<file path="src/rtl/uart_port_pkg.sv">
package uart_port_pkg;
    localparam int DEC_W     = 7;
    localparam int DATA_W    = 8;
    localparam int FRAME_LEN = DATA_W + 2;

    localparam logic [DEC_W-1:0] OFS_ENABLE = 7'h04;
    localparam logic [DEC_W-1:0] OFS_STATUS = 7'h28;
    localparam logic [DEC_W-1:0] OFS_RXLVL  = 7'h68;
    localparam logic [DEC_W-1:0] OFS_TXDATA = 7'h70;
    localparam logic [DEC_W-1:0] OFS_RXDATA = 7'h78;

    localparam int ST_TX_NOT_FULL = 8;
    localparam int ST_READY       = 9;

    typedef enum logic [1:0] {
        RXS_IDLE,
        RXS_DATA,
        RXS_STOP
    } rx_state_e;
endpackage

</file>
<file path="src/rtl/uart_port_fifo.sv">
module uart_port_fifo #(
    parameter int DEPTH = 32,
    parameter int WIDTH = 8,
    localparam int PTR_W = $clog2(DEPTH),
    localparam int CNT_W = $clog2(DEPTH + 1)
) (
    input  logic             clk,
    input  logic             rst_n,
    input  logic             flush,
    input  logic             push,
    input  logic [WIDTH-1:0] wdata,
    input  logic             pop,
    output logic [WIDTH-1:0] head,
    output logic [CNT_W-1:0] level,
    output logic             full,
    output logic             empty
);
    typedef struct packed {
        logic [DEPTH-1:0][WIDTH-1:0] mem;
        logic [PTR_W-1:0]            wr_ptr;
        logic [PTR_W-1:0]            rd_ptr;
        logic [CNT_W-1:0]            cnt;
    } fifo_t;

    fifo_t st_d, st_q;
    logic  do_push, do_pop;

    function automatic logic [PTR_W-1:0] step(input logic [PTR_W-1:0] p);
        return (p == PTR_W'(DEPTH - 1)) ? '0 : p + 1'b1;
    endfunction

    assign full  = (st_q.cnt == CNT_W'(DEPTH));
    assign empty = (st_q.cnt == '0);
    assign level = st_q.cnt;
    assign head  = st_q.mem[st_q.rd_ptr];

    always_comb begin
        st_d    = st_q;
        do_push = push && !full;
        do_pop  = pop && !empty;
        if (flush) begin
            st_d.wr_ptr = '0;
            st_d.rd_ptr = '0;
            st_d.cnt    = '0;
        end else begin
            if (do_push) begin
                st_d.mem[st_q.wr_ptr] = wdata;
                st_d.wr_ptr           = step(st_q.wr_ptr);
            end
            if (do_pop) begin
                st_d.rd_ptr = step(st_q.rd_ptr);
            end
            case ({do_push, do_pop})
                2'b10:   st_d.cnt = st_q.cnt + 1'b1;
                2'b01:   st_d.cnt = st_q.cnt - 1'b1;
                default: st_d.cnt = st_q.cnt;
            endcase
        end
    end

    always_ff @(posedge clk) begin
        if (!rst_n) st_q <= '0;
        else        st_q <= st_d;
    end
endmodule

</file>
<file path="src/rtl/uart_port_tx.sv">
module uart_port_tx
    import uart_port_pkg::*;
(
    input  logic              clk,
    input  logic              rst_n,
    input  logic              en,
    input  logic              tick,
    input  logic              have_data,
    input  logic [DATA_W-1:0] data,
    output logic              take,
    output logic              busy,
    output logic              line
);
    localparam int CW = $clog2(FRAME_LEN + 1);

    typedef struct packed {
        logic                 busy;
        logic [FRAME_LEN-1:0] shreg;
        logic [CW-1:0]        cnt;
    } tx_t;

    tx_t st_d, st_q;

    always_comb begin
        st_d = st_q;
        take = 1'b0;
        if (!en) begin
            st_d.busy = 1'b0;
        end else if (st_q.busy) begin
            if (tick) begin
                st_d.shreg = {1'b1, st_q.shreg[FRAME_LEN-1:1]};
                st_d.cnt   = st_q.cnt + 1'b1;
                if (st_q.cnt == CW'(FRAME_LEN - 1)) st_d.busy = 1'b0;
            end
        end else if (have_data) begin
            take       = 1'b1;
            st_d.busy  = 1'b1;
            st_d.shreg = {1'b1, data, 1'b0};
            st_d.cnt   = '0;
        end
    end

    assign busy = st_q.busy;
    assign line = st_q.busy ? st_q.shreg[0] : 1'b1;

    always_ff @(posedge clk) begin
        if (!rst_n) st_q <= '0;
        else        st_q <= st_d;
    end
endmodule

</file>
<file path="src/rtl/uart_port_rx.sv">
module uart_port_rx
    import uart_port_pkg::*;
(
    input  logic              clk,
    input  logic              rst_n,
    input  logic              en,
    input  logic              tick,
    input  logic              line,
    output logic              valid,
    output logic [DATA_W-1:0] data
);
    localparam int CW = $clog2(DATA_W);

    typedef struct packed {
        rx_state_e         st;
        logic [DATA_W-1:0] shreg;
        logic [CW-1:0]     cnt;
    } rx_t;

    rx_t st_d, st_q;

    always_comb begin
        st_d  = st_q;
        valid = 1'b0;
        if (!en) begin
            st_d.st = RXS_IDLE;
        end else if (tick) begin
            case (st_q.st)
                RXS_IDLE: begin
                    if (!line) begin
                        st_d.st  = RXS_DATA;
                        st_d.cnt = '0;
                    end
                end
                RXS_DATA: begin
                    st_d.shreg = {line, st_q.shreg[DATA_W-1:1]};
                    st_d.cnt   = st_q.cnt + 1'b1;
                    if (st_q.cnt == CW'(DATA_W - 1)) st_d.st = RXS_STOP;
                end
                RXS_STOP: begin
                    valid   = line;
                    st_d.st = RXS_IDLE;
                end
                default: st_d.st = RXS_IDLE;
            endcase
        end
    end

    assign data = st_q.shreg;

    always_ff @(posedge clk) begin
        if (!rst_n) st_q <= '{st: RXS_IDLE, shreg: '0, cnt: '0};
        else        st_q <= st_d;
    end
endmodule

</file>
<file path="src/rtl/uart_port_ctrl.sv">
module uart_port_ctrl
    import uart_port_pkg::*;
#(
    parameter int FIFO_DEPTH = 32,
    parameter int ADDR_W     = 16,
    localparam int CNT_W     = $clog2(FIFO_DEPTH + 1)
) (
    input  logic              clk,
    input  logic              rst_n,
    input  logic [ADDR_W-1:0] bus_addr,
    input  logic              bus_wr,
    input  logic [31:0]       bus_wdata,
    input  logic              bus_rd,
    output logic [31:0]       bus_rdata,
    input  logic              baud_tick,
    input  logic              rx_in,
    output logic              tx_out
);
    typedef struct packed {
        logic en;
    } ctrl_t;

    ctrl_t             ctrl_d, ctrl_q;
    logic [DEC_W-1:0]  bus_ofs;
    logic              port_en;
    logic              tx_push, tx_take, tx_full, tx_empty, tx_busy;
    logic [DATA_W-1:0] tx_head;
    logic [CNT_W-1:0]  tx_level, rx_level;
    logic              rx_valid, rx_pop, rx_full, rx_empty;
    logic [DATA_W-1:0] rx_byte, rx_head;
    logic              port_ready;
    logic              unused_bits;

    assign bus_ofs     = bus_addr[DEC_W-1:0];
    assign port_en     = ctrl_q.en;
    assign unused_bits = ^{bus_addr[ADDR_W-1:DEC_W], bus_wdata[31:DATA_W], rx_full};

    assign tx_push    = bus_wr && (bus_ofs == OFS_TXDATA) && port_en;
    assign rx_pop     = bus_rd && (bus_ofs == OFS_RXDATA);
    assign port_ready = port_en && !tx_busy && tx_empty;

    always_comb begin
        ctrl_d = ctrl_q;
        if (bus_wr && (bus_ofs == OFS_ENABLE)) ctrl_d.en = bus_wdata[0];
    end

    always_ff @(posedge clk) begin
        if (!rst_n) ctrl_q <= '0;
        else        ctrl_q <= ctrl_d;
    end

    always_comb begin
        bus_rdata = '0;
        case (bus_ofs)
            OFS_ENABLE: bus_rdata[0] = port_en;
            OFS_STATUS: begin
                bus_rdata[ST_TX_NOT_FULL] = !tx_full;
                bus_rdata[ST_READY]       = port_ready;
            end
            OFS_RXLVL:  bus_rdata[CNT_W-1:0]  = rx_level;
            OFS_RXDATA: bus_rdata[DATA_W-1:0] = rx_empty ? '0 : rx_head;
            default:    bus_rdata = '0;
        endcase
    end

    uart_port_fifo #(.DEPTH(FIFO_DEPTH), .WIDTH(DATA_W)) u_tx_fifo (
        .clk   (clk),
        .rst_n (rst_n),
        .flush (!port_en),
        .push  (tx_push),
        .wdata (bus_wdata[DATA_W-1:0]),
        .pop   (tx_take),
        .head  (tx_head),
        .level (tx_level),
        .full  (tx_full),
        .empty (tx_empty)
    );

    uart_port_fifo #(.DEPTH(FIFO_DEPTH), .WIDTH(DATA_W)) u_rx_fifo (
        .clk   (clk),
        .rst_n (rst_n),
        .flush (!port_en),
        .push  (rx_valid),
        .wdata (rx_byte),
        .pop   (rx_pop),
        .head  (rx_head),
        .level (rx_level),
        .full  (rx_full),
        .empty (rx_empty)
    );

    uart_port_tx u_tx (
        .clk       (clk),
        .rst_n     (rst_n),
        .en        (port_en),
        .tick      (baud_tick),
        .have_data (!tx_empty),
        .data      (tx_head),
        .take      (tx_take),
        .busy      (tx_busy),
        .line      (tx_out)
    );

    uart_port_rx u_rx (
        .clk   (clk),
        .rst_n (rst_n),
        .en    (port_en),
        .tick  (baud_tick),
        .line  (rx_in),
        .valid (rx_valid),
        .data  (rx_byte)
    );
endmodule

</file>
<file path="config.mk">
export PLATFORM = sky130hd
export DESIGN_NAME = uart_port_ctrl
export DESIGN_NICKNAME = d
export VERILOG_FILES = /design/src/rtl/uart_port_pkg.sv /design/src/rtl/uart_port_fifo.sv /design/src/rtl/uart_port_tx.sv /design/src/rtl/uart_port_rx.sv /design/src/rtl/uart_port_ctrl.sv
export SDC_FILE = /design/constraint.sdc
export NUM_CORES = 1
export LEC_CHECK = 0
export BUFFER_PORTS_ARGS = -buffer_cell sky130_fd_sc_hd__clkbuf_2
export CAP_MARGIN = 20
export CORE_MARGIN = 3
export CORE_UTILIZATION = 55
export DETAILED_ROUTE_END_ITERATION = 8
export GPL_ROUTABILITY_DRIVEN = 0
export HOLD_SLACK_MARGIN = 0.15
export PLACE_DENSITY = 0.84
export SLEW_MARGIN = 10
export SYNTH_ARGS = -nofsm -noshare
export SYNTH_HDL_FRONTEND = slang
export SYNTH_SLANG_ARGS = --single-unit
</file>
<file path="constraint.sdc">
create_clock -name clk -period 4.7 [get_ports clk]
set_input_delay 0.235 -clock clk [delete_from_list [all_inputs] [get_ports clk]]
set_output_delay 0.235 -clock clk [all_outputs]
set_load 0.02 [all_outputs]
</file>
### After elaboration in Yosys (flattened, before gate mapping)

Index checks and enable logic that the tools add are counted.

| cells by class | value |
|---|---|
| $add $sub $neg | 10 |
| reduce and logical (&&, ||, !) cells | 30 |
| magnitude comparators | 6 |
| bitwise logic cells | 0 |
| shifts and indexed selects | 0 |
| divide/modulo/power cells | 0 |
| eq/ne operators | 23 |
| multiplexer cells | 37 |
| multiply operators | 0 |

Operators with widths:

| kind | count |
|---|---|
| bitwise mux 256 bit | 2 |
| binary-select mux 8 bit (select 5 bit) | 2 |
| demux 8 bit (select 5 bit) | 2 |
| 2-to-1 mux 15 bit | 3 |
| 2-to-1 mux 8 bit | 5 |
| < comparator 5 x 6 -> 1 bit (second input constant) | 4 |
| case mux 6 bit (2 select lines) | 2 |
| equality test 7 bit (second input constant) | 3 |
| adder 5 x 1 -> 5 bit (second input constant) | 4 |
| equality test 5 bit (second input constant) | 4 |
| 2-to-1 mux 5 bit | 4 |
| adder 6 x 1 -> 6 bit (second input constant) | 2 |
| equality test 6 bit (second input constant) | 2 |
| logical AND 1 bit | 12 |
| logical NOT 6 bit | 2 |
| subtractor 6 x 1 -> 6 bit (second input constant) | 2 |
| >= comparator 5 x 1 -> 1 bit (second input constant) | 2 |
| case mux 5 bit (2 select lines) | 1 |
| AND reduction 3 bit | 3 |
| 2-to-1 mux 1 bit | 8 |
| 2-to-1 mux 2 bit | 4 |
| equality test 7 x 3 -> 1 bit (second input constant) | 1 |
| equality test 7 x 6 -> 1 bit (second input constant) | 1 |
| equality test 2 x 1 -> 1 bit (second input constant) | 3 |
| 16 further kinds | 28 |

| word-level totals | value |
|---|---|
| register bits | 573 |
| latch bits | 0 |
| output and inout bits | 33 |
| input port bits | 54 |
| word-level logic and storage cells | 183 |
| memory bits (writable) | 0 |
| memory bits (read-only) | 0 |
| memories kept | 0 |

### Longest topological paths before layout

Gate-level depths: netlist of run 1.

| logic depth | value |
|---|---|
| word-level depth | 7 |
| mapped depth | 15 |
| mapped depth without buffers | 13 |

### Cells and area by module

From an unflattened synthesis of run 1, not the netlist that was laid out.

| unflattened totals | value |
|---|---|
| cell total of the unflattened synthesis | 2584 |
| area, all modules | 26336.5 um^2 |

By module, submodules not included:

| module | cells an instance | area each (um^2) | sequential area each (um^2) | times used |
|---|---|---|---|---|
| uart_port_fifo (u_rx_fifo) | 1192 | 12279.3 | 5445.2 | 1 |
| uart_port_fifo (u_tx_fifo) | 1191 | 12259.3 | 5445.2 | 1 |
| uart_port_tx | 65 | 670.6 | 300.3 | 1 |
| uart_port_rx | 71 | 656.9 | 260.2 | 1 |
| uart_port_ctrl | 65 | 470.5 | 20.0 | 1 |

### Worst setup path before layout of run 1

Ideal clock, no wire load.

| timing | value |
|---|---|
| kind | register to register |
| start point | register u_rx_fifo.st_q, in the netlist u_rx_fifo.level[1] |
| end point | register u_rx_fifo.st_q, in the netlist u_rx_fifo.level[4] |
| data arrival time | 3186 ps |
| path slack | 1399 ps |
| library setup time | 115 ps |
| data required time | 4585 ps |
| clock period less this slack | 3301 ps |
| cell stages (with the launch flop) | 15 |
| buffers on the path | 2 |
| path through | dfxtp_1 > buf_2 > or4_4 > or3_1 > nand4_1 > inv_1 > ha_1 > clkbuf_1 > xor2_1 > ha_1 > a21oi_1 > a31oi_1 > o21a_1 > o21a_1 > o21ba_2 |

| between the ends | value |
|---|---|
| word-level cells in the longest chain between the ends | 5 |
| elaborated cells between the ends (all ways) | 12 |
| those cells by class | add/sub: 2; eq/ne: 3; mux: 1; reduce/logical: 6 |

Ends and longest elaborated chain:

| element | line | text |
|---|---|---|
| start, declared | uart_port_fifo.sv:25 | `fifo_t st_d, st_q;` |
| start signal, assigned | uart_port_fifo.sv:63 | `else st_q <= st_d;` |
| logical NOT 6 bit (*) | uart_port_fifo.sv:33 | `assign empty = (st_q.cnt == '0);` |
| logical NOT 1 bit (*) | uart_port_fifo.sv:40 | `do_pop = pop && !empty;` |
| logical AND 1 bit (*) | uart_port_fifo.sv:40 |  |
| via u_rx_fifo.do_pop | uart_port_fifo.sv:26 | `logic do_push, do_pop;` |
| equality test 2 x 1 -> 1 bit or equality test 2 bit (tied branches) | uart_port_fifo.sv:53 | `case ({do_push, do_pop})` |
| case mux 6 bit (2 select lines) or nonzero test 2 bit (tied branches) | - |  |

The timed path passes the listed nets; every way through them passes the cells marked *.
A chain may end at the register's enable or synchronous reset.

### Worst setup path in the final report of run 1

| timing | value |
|---|---|
| start point | register u_rx_fifo.st_q[6] (netlist bit) |
| end point | output bus_rdata[3] |

| between the ends | value |
|---|---|
| word-level cells in the longest chain between the ends | 4 |

Ends and longest elaborated chain:

| element | line | text |
|---|---|---|
| binary-select mux 8 bit (select 5 bit) | uart_port_fifo.sv:35 | `assign head = st_q.mem[st_q.rd_ptr];` |
| 2-to-1 mux 8 bit (not written as such) | uart_port_fifo.sv:35 |  |
| 2-to-1 mux 8 bit | uart_port_ctrl.sv:61 | `OFS_RXDATA: bus_rdata[DATA_W-1:0] = rx_empty ? '0 : rx_head;` |
| case mux 5 bit (2 select lines) | uart_port_ctrl.sv:54 | `case (bus_ofs)` |
| end, declared | uart_port_ctrl.sv:14 | `output logic [31:0] bus_rdata,` |

No other way between the ends. The select of a mux whose other input is x is not followed.

==> impl_results.md, run 1 <==
- Final hold viol count: 0
- Share of the synthesized area in the top cell type: 41.73%
- Via count: 21,920
- CP endpoint kind: primary output
- Leak: 9.022 nW
- MaxCap Viol Count: 0
- Clock root buffer: clkbuf_16
- Die span in y: 229.6 um
- Initial DRC count: 2,481
- Mapped Cells: 2,942
- Cell variety after synth: 70
- Post-synth EDFFs: 0
- RSZ-0062 raised after global routing: no
- R2R Path End: u_rx_fifo.level[4]
- Post-CTS Setup Bufs: 0
- Grt ovf: 0
- Worst R2R Start: u_rx_fifo.level[1]
- I/O Buffers: 31
- R2r worst-path depth: 12
- Setup slack after layout: 0.9492 ns
- IO Pins: 87
- Worst vdd ir: 0.2447 mV
- GR Util All Layers: 26.57%
- NetSw: 2.014 mW
- Worst-Margin Slew: 1.014 ns
- Total CTS buffers: 54
- Seq pwr share: 49.9%
- Max Freq: 266.6 MHz
- Outcome: finished clean
- First-pass GRT wire length: 114,900 um
- Fin nets: 2,917
- Highest metal used: met5
- Top cells by area in the synthesized netlist: dfxtp_1, mux4_2, nand2_1, mux2i_1, a21boi_0
- Met2 WL: 33,660 um
- Netlist Area Pre-Place: 27,490 um^2
- Ys flop type: dfxtp_1
- H-tree lvl count: 2
- Seq/Total Area, Yosys: 41.73%
- Final worst path period need: 3.751 ns
- Syn Area/Cell: 9.344 um^2
- WL/cell: 20.25 um
- Layout cell share with drive strength beyond 1: 12.08%
- FF-to-FF setup slack: 1.06 ns
- Worst path required time: 4.47 ns
- Comb pwr share: 2.0%
- Post-detail-place hpwl: 44,480 um
- Internal cell power: 7.707 mW
- Clock power share: 48.0%
- Number of global-route vias before repair: 21,817
- Switch share: 20.72%
- Final setup vio count: 0
- Slew headroom: 32.43%
- Starting Density: 55.93%
- Largest net degree at the start of global routing: 294
- Yosys warnings: 0
- Hold Crit Depth: 5
- Cell Pwr Density: 328.3 nW/um^2
- Count leader, synth: nand2_1
- Routed Antenna Nets: 0
- Critical path class: flop to primary output
- Fin. max-slew vios: 0
- Crit path launch: u_rx_fifo.st_q[6]
- Rows: 81
- Layout fillers: 3,796
- Hold crit path type: primary input to flop
- Antenna fix cells: 0
- Die area: 52,700 um^2
- Clk_lat worst skew: 0.59 ns
- Area Overhead vs Synth: 7.715%
- Pre-CTS WS: 1.162 ns
- Top cells by count, synth: nand2_1, dfxtp_1, a21boi_0, mux2i_1, nor2b_1
- Cell taking the most area after synthesis: dfxtp_1
- Post-synth ARST share: 0%
- Largest fanout on the critical path: 36
- Core ar.: 49,150 um^2
- WL met3: 6673 um
- WP data arrival: 3.52 ns
- CTS clk-pin slew, worst paths: 0.06 ns
- Setup Skew: 0.01113 ns
- Crit path capture: bus_rdata[3]
- Vias per inst: 6.183
- CTS Buffer Depth: 3
- Setup_tns: 0 ns
- CTS sink cnt: 573
- Width of the die: 229.6 um
- Yosys reg bits: 573
- DRC Markers: 0
- DRT met1 WL: 28,650 um
- Routed WL: 71,800 um
- TritonRoute pass-1 iters: 8
- Final period util: 79.81%
- Initial antenna violation count: 1
- Critical Path Start Type: flop
- CTS tree: done
==> cell type report <==
type | count | area, um^2 | share of cell area, %
Inverter | 17 | 63.81 | 0.2155
Clock buffer | 80 | 1634 | 5.518
Timing Repair Buffer | 65 | 437.9 | 1.479
Multi-Input combinational cell | 2128 | 14890 | 50.28
Clock inverter | 18 | 270.3 | 0.9127
Sequential cell | 573 | 11490 | 38.79
Tap cell | 664 | 830.8 | 2.806
==> kinds of logic after synthesis <==
family,share of synthesized area [%]
AOI/OAI and AO/OA,15.64
xor gates and xnor gates,0.4142
adders and majority gates,1.092
buffers and inverters,4.406
DFF,41.73
muxes,17.85
other,0.01364
and+or+nand+nor,18.86
==> per-stage QoR <==
step	util (%)	power, mW	cell area [um^2]	hold WS [ns]	std cells
2_1_floorplan	-	5.123	27570	0.3742	2963
3_3_place_gp	56.30	5.149	27670	0.4334	3443
3_5_place_dp	56.31	5.152	27680	0.4464	3444
4_1_cts	60.24	9.736	29610	0.1768	3545
5_1_grt	60.24	9.933	29610	0.2578	3545
6_report	60.24	9.721	29610	0.2080	3545
==> state kept, by name, indices dropped and copies added, names as in the netlist <==
| signal | cells |
|---|---|
| ctrl_q | 1 |
| u_rx.data | 8 |
| u_rx.st_q | 5 |
| u_rx_fifo.level | 6 |
| u_rx_fifo.st_q | 266 |
| u_tx.busy | 1 |
| u_tx.st_q | 14 |
| u_tx_fifo.level | 6 |
| u_tx_fifo.st_q | 266 |
==> how the worst min path moves through the flow <==
stage | slack (ns) | endpoint | startpoint
after floorplan | 0.37 | u_tx_fifo.st_q[106] | bus_wdata[2]
after global placement | 0.43 | u_tx_fifo.st_q[91] | u_tx_fifo.st_q[91]
after detailed placement | 0.45 | u_tx_fifo.st_q[107] | u_tx_fifo.st_q[107]
after CTS | 0.18 | u_rx_fifo.st_q[6] | bus_rd
after global routing | 0.26 | ctrl_q | bus_addr[2]
final | 0.21 | ctrl_q | bus_addr[2]
==> placed cells by master (no fill, tap or decap), drive strengths merged, types with 6 or more instances in the layout <==
cell	count
mux2	12
bufinv	7
nand3	48
inv	16
a221o	10
and3	7
or3	8
a221oi	7
o21ai	126
nand4	9
a22oi	7
a21oi	49
and3b	6
conb	22
dfxtp	573
o22ai	17
nor3	18
xor2	9
clkbuf	110
a31oi	9
nand3b	8
ha	24
buf	32
clkinv	10
mux4	115
a21boi	360
a211oi	19
and2	7
nor2b	180
nor2	108
mux2i	218
nand2	668
==> metal layers <==
metal,track usage [%],vias up
met2,43.12,1161
li1,-,9951
met5,0,-
met3,4.664,238
met4,11.90,2
met1,34.82,10568
==> critical path: stages, from the launching register on <==
cell and delay, ns:
dfxtp_4 0.84, buf_4 0.42, mux4_2 0.60, mux4_2 0.49, a21oi_1 0.24, o21ai_0 0.12, clkbuf_2 0.18
==> power by group through the flow <==
stage          registers (mW)  clock network, mW  logic (mW)
2_1_floorplan            4.96                  0       0.159
3_3_place_gp             4.96                  0       0.186
3_5_place_dp             4.96                  0       0.190
4_1_cts                  4.85               4.69       0.193
5_1_grt                  4.85               4.87       0.208
6_report                 4.85               4.67       0.199
==> repair_timing <==
action | in CTS | in global routing
hold buffers | 3 | 0
endpoints found under the hold margin | 4 | 0
resized for setup | 0 | 0
Power figures use the tool's default switching activity.
==> run 2, diff against run 1 <==
PLACE_DENSITY = 0.87   (was 0.84)
clock period = 3.1 ns   (was 4.7 ns; I/O delays follow)
==> run 2 against run 1 <==
  * The run now ends with slew limit left
  * Routed wire length is 5.1% higher
  * Core utilization grew 1.6 points
  * Global-route usage is 0.94 points higher
  * Register-to-register slack got worse by 0.89 ns
  * Combinational power increased by 57%
  * Worst hold slack improved by 0.037 ns
  * Largest cell class unchanged
==> impl_results.md, run 2 (synthesis results as in run 1) <==
- Hold crit path type: primary input to flop (unchanged)
- Inst Count DP: 3,502 (was 3,444)
- DRC Markers: 0 (unchanged)
- Slew headroom: -4.498% (was 32.43%)
- Slowest stage cell, crit path: mux4_2 (was dfxtp_4)
- Die area: 52,700 um^2 (unchanged)
- Register area: 11,490 um^2 (about the same)
- Max Freq: 325.0 MHz
- Most frequent cells in the layout: nand2_1, dfxtp_1, a21boi_0 (unchanged)
- Final period util: 99.25%
- First-pass GRT wire length: 118,600 um (was 114,900 um)
- Largest net degree at the start of global routing: 357 (was 294)
- Setup_tns: 0 ns (unchanged)
- Crit-path max cell delay: 0.50 ns (was 0.84 ns)
- CTS Buffer Depth: 3 (unchanged)
- Routed Antenna Nets: 0 (unchanged)
- Final hold viol count: 0 (unchanged)
- Outcome: finished, violations left (was finished clean)
- Grt ovf: 0 (unchanged)
- Critical path class: flop to primary output (unchanged)
- Most used cell, CP: a211oi_1 (was mux4_2)
- Width of the die: 229.6 um (unchanged)
- Vias per inst: 6.254 (was 6.183)
- Area Overhead vs Synth: 10.60% (was 7.715%)
- MaxCap Viol Count: 0 (unchanged)
- Number of global-route vias before repair: 22,615 (was 21,817)
- CTS sink cnt: 573 (unchanged)
- H-tree lvl count: 2 (unchanged)
- Fin nets: 2,992 (was 2,917)
- Worst vdd ir: 0.4457 mV (was 0.2447 mV)
- Largest regs: u_rx_fifo.st_q: 266 flops, u_tx_fifo.st_q: 266 flops, u_tx.st_q: 14 flops (unchanged)
- Clk_lat worst skew: 0.62 ns (was 0.59 ns)
- Critical Path Start Type: flop (unchanged)
- Via count: 22,639 (was 21,920)
- IO Pins: 87 (unchanged)
- Layout Cells excl Fill: 3,620 (was 3,545)
- Failing checks: slew limit
- Post-detail-place hpwl: 46,080 um (was 44,480 um)
- Worst-Margin Slew: 1.567 ns (was 1.014 ns)
- Antenna fix cells: 0 (unchanged)
- Layout cell share with drive strength beyond 1: 14.51% (was 12.08%)
- I/O Buffers: 31 (unchanged)
- WP data arrival: 2.92 ns (was 3.52 ns)
- CP endpoint kind: primary output (unchanged)
- Initial DRC count: 2,779 (was 2,481)
- Core ar.: 49,150 um^2 (unchanged)
- Initial antenna violation count: 1 (unchanged)
- CTS tree: done (unchanged)
- Largest fanout on the critical path: 8 (was 36)
- Total CTS buffers: 56 (was 54)
- Worst path required time: 2.94 ns (was 4.47 ns)
- CTS clk-pin slew, worst paths: 0.07 ns (was 0.06 ns)
- Layout fillers: 3,552 (was 3,796)
- Buf/Inv on CP: 4 (was 2)
- Setup Skew: 0.02057 ns (was 0.01113 ns)
- Final worst path period need: 3.077 ns
- TritonRoute pass-1 iters: 7 (was 8)
- Starting Density: 55.93% (unchanged)
- Area of the multi-input gates: 14,960 um^2 (was 14,890 um^2)
- Leak: 9.435 nW (was 9.022 nW)
- Die span in y: 229.6 um (unchanged)
- Clock root buffer: clkbuf_16 (unchanged)
- WL/cell: 20.84 um (was 20.25 um)
- Fin. max-slew vios: 140 (was 0)
- Final setup vio count: 0 (unchanged)
- Routed WL: 75,440 um (was 71,800 um)
- Most common cell after layout, fill and taps aside: nand2_1 (unchanged)
- GR Util All Layers: 27.51% (was 26.57%)
- Largest delay contributor family on the critical path: compound AO/OA/AOI/OAI gates (was multiplexers)
- Cell Pwr Density: 488.1 nW/um^2 (was 328.3 nW/um^2)
- Crit-path cells: buf_12 -> buf_16 -> buf_4 -> mux4_2 -> a211oi_1 -> a211oi_1 -> a221o_1 -> clkbuf_2 (was buf_4 -> mux4_2 -> mux4_2 -> a21oi_1 -> o21ai_0 -> clkbuf_2)
- Rows: 81 (unchanged)
## run 2: cell types whose count changed in the layout (fill, tap and decap cells not counted), sizes merged
| cell | previous run | this run |
|---|---|---|
| bufinv | 7 | 8 |
| clkbuf | 110 | 111 |
| buf | 32 | 97 |
| dlygate4sd3 | 3 | 11 |
## run 2: final cells by class
type	instances	share of cell area, %
clock inverters	19	0.9877
inverters	17	0.2099
multi-input cells	2128	49.21
well taps	664	2.733
clock buffers	81	5.288
flip-flops and latches	573	37.79
repair buffers	138	3.782
## run 2: path summary, 6_finish.rpt
check | start | to | slack (ns) | cells past startpoint
max | u_rx_fifo.st_q[6] | bus_rdata[4] | 0.02 | 8
min | bus_addr[1] | u_tx_fifo.st_q[11] | 0.24 | 6
max reg2reg | u_rx_fifo.level[0] | u_rx_fifo.level[5] | 0.17 | 10
min reg2reg | u_tx_fifo.st_q[144] | u_tx_fifo.st_q[144] | 0.45 | 2
## run 2: where the power goes
| part | internal, mW | leakage, nW | switching, mW |
|---|---|---|---|
| Sequential | 7.36 | 4.62 | 0.0000593 |
| Clock | 4.25 | 0.933 | 2.93 |
| Combinational | 0.118 | 3.89 | 0.194 |
| Total | 11.7 | 9.43 | 3.12 |
## run 2: what timing repair did
action	4_1_cts	5_1_grt
gates resized for setup	3	14
gates cloned	0	1
setup endpoints to repair	8	10
buffers inserted	4	2
hold endpoints to repair	70	0
pin swaps	0	1
hold buffers	11	0
## run 2: routing by layer
| layer | wire length [um] | vias to the layer above | track usage, % |
|---|---|---|---|
| li1 | - | 10090 | - |
| met1 | 28810 | 10851 | 34.63 |
| met2 | 34840 | 1371 | 44.70 |
| met3 | 8262 | 327 | 6.418 |
| met4 | 3523 | 0 | 13.22 |
| met5 | 0 | - | 0 |
## run 2: metrics by stage
step | setup WS, ns | util (%) | hold WS [ns] | power [mW] | instance area [um^2]
floorplan | -0.006972 | - | 0.2942 | 7.767 | 27600
global placement | 0.2434 | 57.38 | 0.4341 | 7.808 | 28200
detailed placement | 0.1462 | 57.38 | 0.4483 | 7.816 | 28200
CTS | -0.0004883 | 61.66 | 0.2363 | 14.84 | 30310
global route | -0.02408 | 61.86 | 0.3230 | 15.14 | 30400
finish | 0.02332 | 61.86 | 0.2446 | 14.84 | 30400
## run 2: worst register-to-register path, cell delays in order (launching register included)
cell      delay, ns
dfxtp_1        0.32
or4_4          0.55
o311a_1        0.34
inv_2          0.14
ha_2           0.25
or4b_2         0.60
mux2i_1        0.16
nand3b_1       0.10
a21oi_1        0.17
xnor2_1        0.15
nor2_1         0.05
